### src/rtl/pam_pkg.sv
package pam_pkg;
  localparam int DW          = 8;
  localparam int ENA_OFS     = 'h09;
  localparam int ADR_BASE    = 'h10;
  localparam int ADR_STRIDE  = 4;

  function automatic int bytes_for(input int bits);
    return (bits + DW - 1) / DW;
  endfunction

  function automatic int top_bits(input int bits);
    return bits - DW * (bytes_for(bits) - 1);
  endfunction
endpackage

### src/rtl/pam_regs.sv
module pam_regs
  import pam_pkg::*;
#(
  parameter int PC_W = 20,
  parameter int NCH  = 2,
  parameter int AW   = 16
) (
  input  logic            clk,
  input  logic            rst_n,
  input  logic            wen,
  input  logic [AW-1:0]   addr,
  input  logic [DW-1:0]   wdata,
  output logic [DW-1:0]   rdata,
  output logic [NCH-1:0]  en,
  output logic [PC_W-1:0] match_addr [NCH]
);
  localparam int NB   = bytes_for(PC_W);
  localparam int TOPB = top_bits(PC_W);
  localparam logic [AW-1:0] ENA_A = AW'(ENA_OFS);

  function automatic logic [PC_W-1:0] put_lane(input logic [PC_W-1:0] cur,
                                               input int lane,
                                               input logic [DW-1:0] d);
    logic [PC_W-1:0] r;
    r = cur;
    for (int i = 0; i < PC_W; i++)
      if (i / DW == lane) r[i] = d[i % DW];
    return r;
  endfunction

  function automatic logic [DW-1:0] get_lane(input logic [PC_W-1:0] v,
                                             input int lane);
    logic [DW-1:0] r;
    r = '0;
    for (int i = 0; i < PC_W; i++)
      if (i / DW == lane) r[i % DW] = v[i];
    return r;
  endfunction

  logic          ena_sel;
  logic [NCH-1:0] ch_sel;
  int            ch_lane [NCH];

  assign ena_sel = (addr == ENA_A);

  always_ff @(posedge clk or negedge rst_n) begin
    if (!rst_n)                en <= '0;
    else if (wen && ena_sel)   en <= wdata[NCH-1:0];
  end

  for (genvar c = 0; c < NCH; c++) begin : g_ch
    localparam logic [AW-1:0] BASE = AW'(ADR_BASE + c * ADR_STRIDE);
    assign ch_sel[c]  = (addr >= BASE) && (addr < BASE + AW'(NB));
    assign ch_lane[c] = int'(addr - BASE);

    always_ff @(posedge clk or negedge rst_n) begin
      if (!rst_n)                  match_addr[c] <= '0;
      else if (wen && ch_sel[c])   match_addr[c] <= put_lane(match_addr[c], ch_lane[c], wdata);
    end

    // upper bits of the top byte are never stored, so they read 0
    a_r4_top_byte_clear: assert property (@(posedge clk) disable iff (!rst_n)
      (addr == BASE + AW'(NB - 1)) |-> ((rdata >> TOPB) == '0));

    // writes elsewhere leave this channel's address alone
    a_r5_addr_hold: assert property (@(posedge clk) disable iff (!rst_n)
      (!(wen && ch_sel[c])) |=> $stable(match_addr[c]));
  end

  always_comb begin
    rdata = '0;
    if (ena_sel) rdata[NCH-1:0] = en;
    for (int c = 0; c < NCH; c++)
      if (ch_sel[c]) rdata = get_lane(match_addr[c], ch_lane[c]);
  end

  // unassigned enable bits always read 0
  a_r2_ena_upper_clear: assert property (@(posedge clk) disable iff (!rst_n)
    ena_sel |-> ((rdata >> NCH) == '0));

  // enables change only on a write to their own offset
  a_r5_ena_hold: assert property (@(posedge clk) disable iff (!rst_n)
    !(wen && ena_sel) |=> $stable(en));
endmodule

### src/rtl/pam_cmp.sv
module pam_cmp #(
  parameter int PC_W = 20
) (
  input  logic            arm,
  input  logic            fetch_vld,
  input  logic [PC_W-1:0] pc,
  input  logic [PC_W-1:0] target,
  output logic            hit
);
  function automatic logic same_addr(input logic [PC_W-1:0] a,
                                     input logic [PC_W-1:0] b);
    return (a ^ b) == '0;
  endfunction

  assign hit = arm && fetch_vld && same_addr(target, pc);

  // a hit needs both the strobe and the enable
  always_comb begin
    a_r7_hit_qualified: assert (!hit || (arm && fetch_vld));
  end
endmodule

### src/rtl/pam_arb.sv
module pam_arb #(
  parameter int NCH  = 2,
  parameter int CH_W = 1
) (
  input  logic            clk,
  input  logic            rst_n,
  input  logic [NCH-1:0]  hit,
  output logic            irq,
  output logic [CH_W-1:0] irq_ch
);
  logic [CH_W-1:0] pick;

  always_comb begin
    pick = '0;
    for (int i = NCH - 1; i >= 0; i--)
      if (hit[i]) pick = CH_W'(i);
  end

  always_ff @(posedge clk or negedge rst_n) begin
    if (!rst_n) begin
      irq    <= 1'b0;
      irq_ch <= '0;
    end else begin
      irq    <= |hit;
      irq_ch <= pick;
    end
  end

  // channel 0 wins whenever it hits
  a_r8_low_wins: assert property (@(posedge clk) disable iff (!rst_n)
    hit[0] |=> (irq && irq_ch == '0));

  // every request traces back to a hit one cycle earlier
  a_r6_irq_from_hit: assert property (@(posedge clk) disable iff (!rst_n)
    irq |-> $past(|hit));

  // no hit, no request
  a_r7_no_hit_quiet: assert property (@(posedge clk) disable iff (!rst_n)
    !(|hit) |=> !irq);
endmodule

### src/rtl/pam_unit.sv
module pam_unit
  import pam_pkg::*;
#(
  parameter int PC_W = 20,
  parameter int NCH  = 2,
  parameter int AW   = 16,
  parameter int CH_W = (NCH > 1) ? $clog2(NCH) : 1
) (
  input  logic            clk,
  input  logic            rst_n,
  input  logic            reg_wen,
  input  logic [AW-1:0]   reg_addr,
  input  logic [7:0]      reg_wdata,
  output logic [7:0]      reg_rdata,
  input  logic [PC_W-1:0] pc,
  input  logic            fetch_vld,
  output logic            irq,
  output logic [CH_W-1:0] irq_ch
);
  logic [NCH-1:0]  ch_en;
  logic [PC_W-1:0] ch_addr [NCH];
  logic [NCH-1:0]  ch_hit;

  pam_regs #(.PC_W(PC_W), .NCH(NCH), .AW(AW)) u_regs (
    .clk(clk), .rst_n(rst_n), .wen(reg_wen), .addr(reg_addr),
    .wdata(reg_wdata), .rdata(reg_rdata), .en(ch_en), .match_addr(ch_addr)
  );

  for (genvar c = 0; c < NCH; c++) begin : g_cmp
    pam_cmp #(.PC_W(PC_W)) u_cmp (
      .arm(ch_en[c]), .fetch_vld(fetch_vld), .pc(pc),
      .target(ch_addr[c]), .hit(ch_hit[c])
    );
  end

  pam_arb #(.NCH(NCH), .CH_W(CH_W)) u_arb (
    .clk(clk), .rst_n(rst_n), .hit(ch_hit), .irq(irq), .irq_ch(irq_ch)
  );

  // a request only follows a valid fetch
  a_r6_needs_fetch: assert property (@(posedge clk) disable iff (!rst_n)
    irq |-> $past(fetch_vld));

  // one pulse per fetch, never held without a new fetch
  a_r6_single_pulse: assert property (@(posedge clk) disable iff (!rst_n)
    (irq && !fetch_vld) |=> !irq);
endmodule

### config.mk
export PLATFORM = sky130hd
export DESIGN_NAME = pam_unit
export DESIGN_NICKNAME = d
export VERILOG_FILES = /design/src/rtl/pam_pkg.sv /design/src/rtl/pam_regs.sv /design/src/rtl/pam_cmp.sv /design/src/rtl/pam_arb.sv /design/src/rtl/pam_unit.sv
export SDC_FILE = /design/constraint.sdc
export NUM_CORES = 1
export LEC_CHECK = 0
export CORE_MARGIN = 10
export CORE_UTILIZATION = 35
export CTS_CLUSTER_DIAMETER = 80
export DETAILED_ROUTE_END_ITERATION = 8
export SETUP_SLACK_MARGIN = 0.2
export SYNTH_ARGS = -nofsm -noshare
export SYNTH_HDL_FRONTEND = slang
export SYNTH_SLANG_ARGS = --single-unit
### constraint.sdc
create_clock -name clk -period 3.3 [get_ports clk]
set_clock_uncertainty 0.15 [all_clocks]
set_input_delay 0.66 -clock clk [delete_from_list [all_inputs] [get_ports clk]]
set_output_delay 0.66 -clock clk [all_outputs]
set_load 0.05 [all_outputs]
==> impl_results.md, run 1 <==
* Syn Inst Count at 249
* GP Congestion at 0.877
* Lkg Pwr at 0.00184 uW
* WL final at 8.46 mm
* CTS Buf Count at 5
* Slew Limit Fails at 0
* Status: finished, final reports clean
* # fillers at 699
* Port bufs at 57
* Post-synth top area share at 39.7%
* Multi-input logic area at 1880 um^2
* Post-synth EDFFs at 0
* Synthesized cell area at 2780 um^2
* Largest net degree at the start of global routing at 45
* Worst path top cell family by delay: simple AND/OR/NAND/NOR gates
* Inserted Diodes at 0
* Die area at 11900 um^2
* Drt pass-1 iters at 4
* RSZ-0062 raised after global routing: true
* Worst Path Required at 2.49 ns
* Pwr/cell area at 252 nW/um^2
* First-pass GRT wire length at 13.1 mm
* Initial antenna violation count at 0
* CTS tree: yes
* Crit-path max cell delay at 0.41 ns
* Proportion of layout cells with a drive suffix above 1 at 42.2%
* Die Y at 109 um
* # IOs at 58
* Startpoint types: primary input
* Final hold violations at 0
* Crit path buf inv count at 4
* Nets@finish at 394
* Detailed-route DRC error count at 0
* Core ar. at 7730 um^2
* Top post-synthesis cells by area: dfrtp_1 40%, mux2_2 17%, xor2_1 7.6%, xnor2_1 5.0%, mux2i_1 3.6%
* Commonest non-fill, non-tap cell in the layout: dfrtp_1
* Maximum vdd drop at 0.172 mV
* Fmax at 316 MHz
* Slew headroom at 33.9%
* Post-Synthesis Net Count at 297
* Worst Path Arrival at 2.36 ns
* Crit share post-route at 96.0%
* Clock slew at reported path FFs at 0.08 ns
* Worst slew pin tran at 0.992 ns
* Setup_tns at 0 ns
* Synth-to-Final Area Change at 47.8%
* HP Class: in2async
* Crit-path cells: clkdlybuf4s15_2 > buf_6 > or4_4 > nor2_1 > and4bb_2 > nor3b_4 > o32ai_2 > buf_4 > buf_12
* Die W at 109 um
* Site Rows at 32
* Most area-hungry cell type in the Yosys netlist: dfrtp_1
* Placed inst area at 3790 um^2
* Starting DRC count in detailed routing at 78
* Yosys cell types at 45
* Vias per cell at 5.35
* Crit. End Element: primary output
* Routed vias at 2395
* Clk_lat worst skew at 0.30 ns
* Vias in the first global route at 2445
* Post-layout minimum cycle time at 3.17 ns
* WS Path Type: in2out
* Sequential share of the synthesized area at 39.7%
* FF/Latch Area at 1100 um^2
* Maximum clock insertion buffer count at 2
* Top FF cell, synth: dfrtp_1
* Total track usage at 14.2%
* GRT overflow at 0
* CP Max Fanout at 3
* FF+latch count, synth at 44
* Initial Util at 35.9%
* Max Cap Violations at 0
* Level count of the clock H-tree at 2
* Final ANT Viol Nets at 0
* Clock sink count at 44
* CTS root buf: clkbuf_8
* Post-route cell area at 4100 um^2
* Most frequent cells in the layout: 44 x dfrtp_1, 42 x mux2_2, 32 x clkdlybuf4s50_1, 32 x buf_4, 24 x xor2_1
* Dpl hpwl at 6.55 mm
* Average cell area after synthesis at 11.1 um^2
* Asr flop ratio synth at 100%
* CP max stage cell: or4_4
* Yosys warns at 0
* # setup viols final at 0
* WL/cell at 18.9 um
-- path summary, 6_finish.rpt --
check,start,end,slack (ns),depth (start not counted)
worst max-delay path,reg_addr[5],reg_rdata[2],0.13,9
worst min-delay path,rst_n,u_regs.en[0]$_DFFE_PN0P_,0.37,1
worst max register to register,u_regs.match_addr[19]$_DFFE_PN0P_,u_arb.irq$_DFF_PN0_,1.08,5
worst min register to register,u_regs.en[1]$_DFFE_PN0P_,u_regs.en[1]$_DFFE_PN0P_,0.40,1
max in group asynchronous,rst_n,u_regs.match_addr[20]$_DFFE_PN0P_,2.01,1
min in group clk,u_regs.en[1]$_DFFE_PN0P_,u_regs.en[1]$_DFFE_PN0P_,0.40,1
-- stage by stage --
stage                     total power [uW]  utilization, %  worst slack, ns  hold WS, ns  cells
after floorplan                        599               -           -0.149        0.214    249
after global placement                 717            49.0           -0.320        0.385    434
after detailed placement               718            49.0           -0.358        0.388    434
after CTS                             1040            52.5            0.121        0.407    446
after global routing                  1080            53.1           0.0536        0.423    448
final                                 1030            53.1            0.132        0.369    448
-- synth_stat cells (3+ instances only) --
cell and instances:
a21oi_1 6, a2bb2oi_1 4, clkbuf_1 3, dfrtp_1 44, mux2_2 42, mux2i_1 10
nand2_1 9, nand2_2 3, nand4_1 7, nor2_1 15, nor3_1 5, nor3b_1 3
nor4_1 9, o21ai_0 5, o22ai_1 3, or3_1 4, xnor2_1 16, xor2_1 24
-- registers in the layout (all words and copies together), names as in the netlist --
signal	count
u_arb.irq	1
u_regs.match_addr	40
u_arb.irq_ch	1
u_regs.en	2
-- layer usage --
layer	routed length [um]	vias up	track usage [%]
li1	-	1125	-
met5	0	-	0
met3	397	10	2.65
met4	72	0	3.30
met1	3730	1210	18.0
met2	4260	50	24.2
-- repair_timing --
item                                    4_1_cts  5_1_grt
pin swaps                                    21        9
endpoints found under the setup margin        8        8
hold buffers                                  0        0
gates resized for setup                      76        9
buffers inserted                              5        2
-- cell families (layout without fill, tap and decap cells) --
group | count (synthesis) | after routing | share of synthesized area (%)
AOI/OAI and AO/OA | 28 | 28 | 6.99
xor gates and xnor gates | 40 | 40 | 12.6
DFF | 44 | 44 | 39.7
buffers and inverters | 6 | 103 | 0.811
muxes | 52 | 52 | 20.6
and+or+nand+nor | 79 | 79 | 19.3
-- power breakdown --
part           total (uW)  internal, uW  switching, uW
combinational         176          87.9           87.6
sequential            539           539          0.149
clock                 319           144            175
total                1030           771            263
-- layout make-up --
class,count,area share (%)
inverters,2,0.183
repair buffers,94,22.1
clock inverters,1,0.122
multi-input cells,199,45.9
well taps,102,3.11
flip-flops and latches,44,26.8
clock buffers,6,1.77
Note: power is estimated with default switching activity, not from simulation.
==> run 2, diff against run 1 <==
CTS_CLUSTER_SIZE = 25   (was default)
GPL_ROUTABILITY_DRIVEN = 0   (was default)
SKIP_CTS_REPAIR_TIMING = 1   (was default)
==> impl_results.md, run 2 (synthesis results as in run 1) <==
* Status: finished, final reports clean
* WL final at 8.24 mm (-2.7%)
* Maximum clock insertion buffer count at 2 (unchanged)
* # setup viols final at 0 (unchanged)
* Flop pwr share at 51.8% (-0.3 points)
* CTS root buf: clkbuf_8
* Die area at 11900 um^2 (unchanged)
* Worst Path Required at 2.49 ns (about the same)
* Routed vias at 2321 (-3.1%)
* NetSw at 263 uW (-0.14%)
* Nets@finish at 392 (-0.51%)
* Slew headroom at 33.7% (-0.13 points)
* Largest register FFs at 40 (unchanged)
* R2R setup slack at 1.07 ns (about the same)
* Proportion of layout cells with a drive suffix above 1 at 42.2% (-0.045 points)
* Reg2Reg Depth at 5 (unchanged)
* Pwr/cell area at 250 nW/um^2 (-0.76%)
* Drt pass-1 iters at 4 (unchanged)
* CP Max Fanout at 3 (unchanged)
* Dpl hpwl at 6.55 mm (unchanged)
* Detailed-route DRC error count at 0 (unchanged)
* Biggest regs: u_regs.match_addr x40, u_regs.en x2
* Slew Limit Fails at 0 (unchanged)
* Clock sink count at 44 (unchanged)
* Most frequent cells in the layout: 44 x dfrtp_1, 42 x mux2_2, 33 x clkdlybuf4s50_1
* Synth-to-Final Area Change at 49.8%
* Max Cap Violations at 0 (unchanged)
* Internal at 777 uW (+0.81%)
* Lkg Pwr at 0.00191 uW (+3.6%)
* Maximum vdd drop at 0.171 mV (-0.12%)
* Crit share post-route at 96.9% (+0.86 points)
* Initial Util at 35.9% (unchanged)
* Clock slew at reported path FFs at 0.07 ns (about the same)
* Fmax at 313 MHz (-0.89%)
* FF-to-FF End: u_arb.irq$_DFF_PN0_
* Worst Path Arrival at 2.39 ns (+0.03 ns)
* # IOs at 58 (unchanged)
* Comb power frac at 17.6% (+0.6 points)
* Die Y at 109 um (unchanged)
* Vias per cell at 5.20 (-2.7%)
* Final hold violations at 0 (unchanged)
* Starting DRC count in detailed routing at 67 (-14%)
* Core ar. at 7730 um^2 (unchanged)
* HP Class: in2async
* Inserted Diodes at 0 (unchanged)
* Setup_tns at 0 ns (unchanged)
* Final WS setup at 0.103 ns (-0.0285 ns)
* GRT overflow at 0 (unchanged)
* Final ANT Viol Nets at 0 (unchanged)
* Reg-to-reg startpoint: u_regs.match_addr[19]$_DFFE_PN0P_
* Clock power frac at 30.6% (-0.3 points)
* Startpoint types: primary input
* WS Path Type: in2out
* Port bufs at 57 (unchanged)
* Sw Share at 25.3% (-0.18 points)
* Largest net degree at the start of global routing at 45 (unchanged)
* Placed insts at 434 (unchanged)
* Register with the most flip-flops: u_regs.match_addr
* Initial antenna violation count at 0 (unchanged)
* Non-Filler Instances at 446 (-0.45%)
* CTS Buf Count at 5 (unchanged)
* Post-layout minimum cycle time at 3.20 ns (+0.0285 ns)
* RSZ-0062 raised after global routing: true
* Clk_lat worst skew at 0.30 ns (about the same)
* Level count of the clock H-tree at 2 (unchanged)
* Die W at 109 um (unchanged)
* Crit. End Element: primary output
* Commonest non-fill, non-tap cell in the layout: dfrtp_1
* Total track usage at 13.7% (-0.44 points)
* Final Util at 53.8% (+0.71 points)
* First-pass GRT wire length at 12.7 mm (-2.9%)
* CTS tree: yes
* Vias in the first global route at 2403 (-1.7%)
* Pre-CTS setup slack at -0.358 ns (unchanged)
* WL/cell at 18.5 um (-2.2%)
* Worst slew pin tran at 0.994 ns (+0.00194 ns)
* Hold WS at 0.371 ns (+0.00258 ns)
* Site Rows at 32 (unchanged)
## run 2: cell count changes in the layout (fill, tap and decap cells not counted), moves of 2 or more
| cell | previous run | this run |
|---|---|---|
| buf_2 | 7 | 1 |
| buf_4 | 32 | 30 |
| clkbuf_2 | 0 | 3 |
| dlygate4sd2_1 | 8 | 0 |
| dlymetal6s2s_1 | 0 | 9 |
| nor3_2 | 1 | 3 |
| o21ai_0 | 5 | 3 |
| o21ai_1 | 0 | 2 |
## run 2: layout make-up
| type | count | area [um^2] |
|---|---|---|
| multi-input combinational | 199 | 1890 |
| fill | 688 | 3570 |
| inverter | 2 | 7.51 |
| clock inverter | 1 | 5.00 |
| clock buffer | 6 | 72.6 |
| sequential | 44 | 1100 |
| tap | 102 | 128 |
| timing repair buffer | 92 | 951 |
## run 2: critical path, cell delays in order
cell and delay (ns):
buf_8 0.10, nor4_4 0.25, buf_4 0.15, or2b_4 0.29
or3_4 0.42, o22a_1 0.22, nor2_2 0.15, buf_12 0.15
## run 2: through the flow
stage	power (uW)	cell area, um^2
6_report	1040	4160
5_1_grt	1090	4160
4_1_cts	1040	3870
3_5_place_dp	718	3790
3_3_place_gp	717	3790
2_1_floorplan	599	2810
## run 2: per-layer routing
metal	track usage, %	share of wire, %	vias to the layer above
met1	17.6	45	1168
met3	2.65	3.9	8
met2	23.4	51	31
met5	0	0	-
li1	-	-	1114
met4	2.82	0.61	0
## run 2: worst max path at each step
stage                       from      endpoint  cells after the start  slack [ns]
floorplan           reg_addr[15]  reg_rdata[2]                      3       -0.15
global placement     reg_addr[5]  reg_rdata[5]                      8       -0.32
detailed placement   reg_addr[5]  reg_rdata[5]                      8       -0.36
CTS                  reg_addr[5]  reg_rdata[5]                      8       -0.36
global route         reg_addr[6]  reg_rdata[3]                     11        0.04
finish               reg_addr[6]  reg_rdata[5]                      8        0.10
## run 2: power by group through the flow
stage                     registers, uW  logic [uW]  clock network [uW]
final                               539         183                 318
after global routing                539         197                 350
after CTS                           539         169                 328
after detailed placement            550         168                   0
after global placement              550         168                   0
after floorplan                     550        49.5                   0
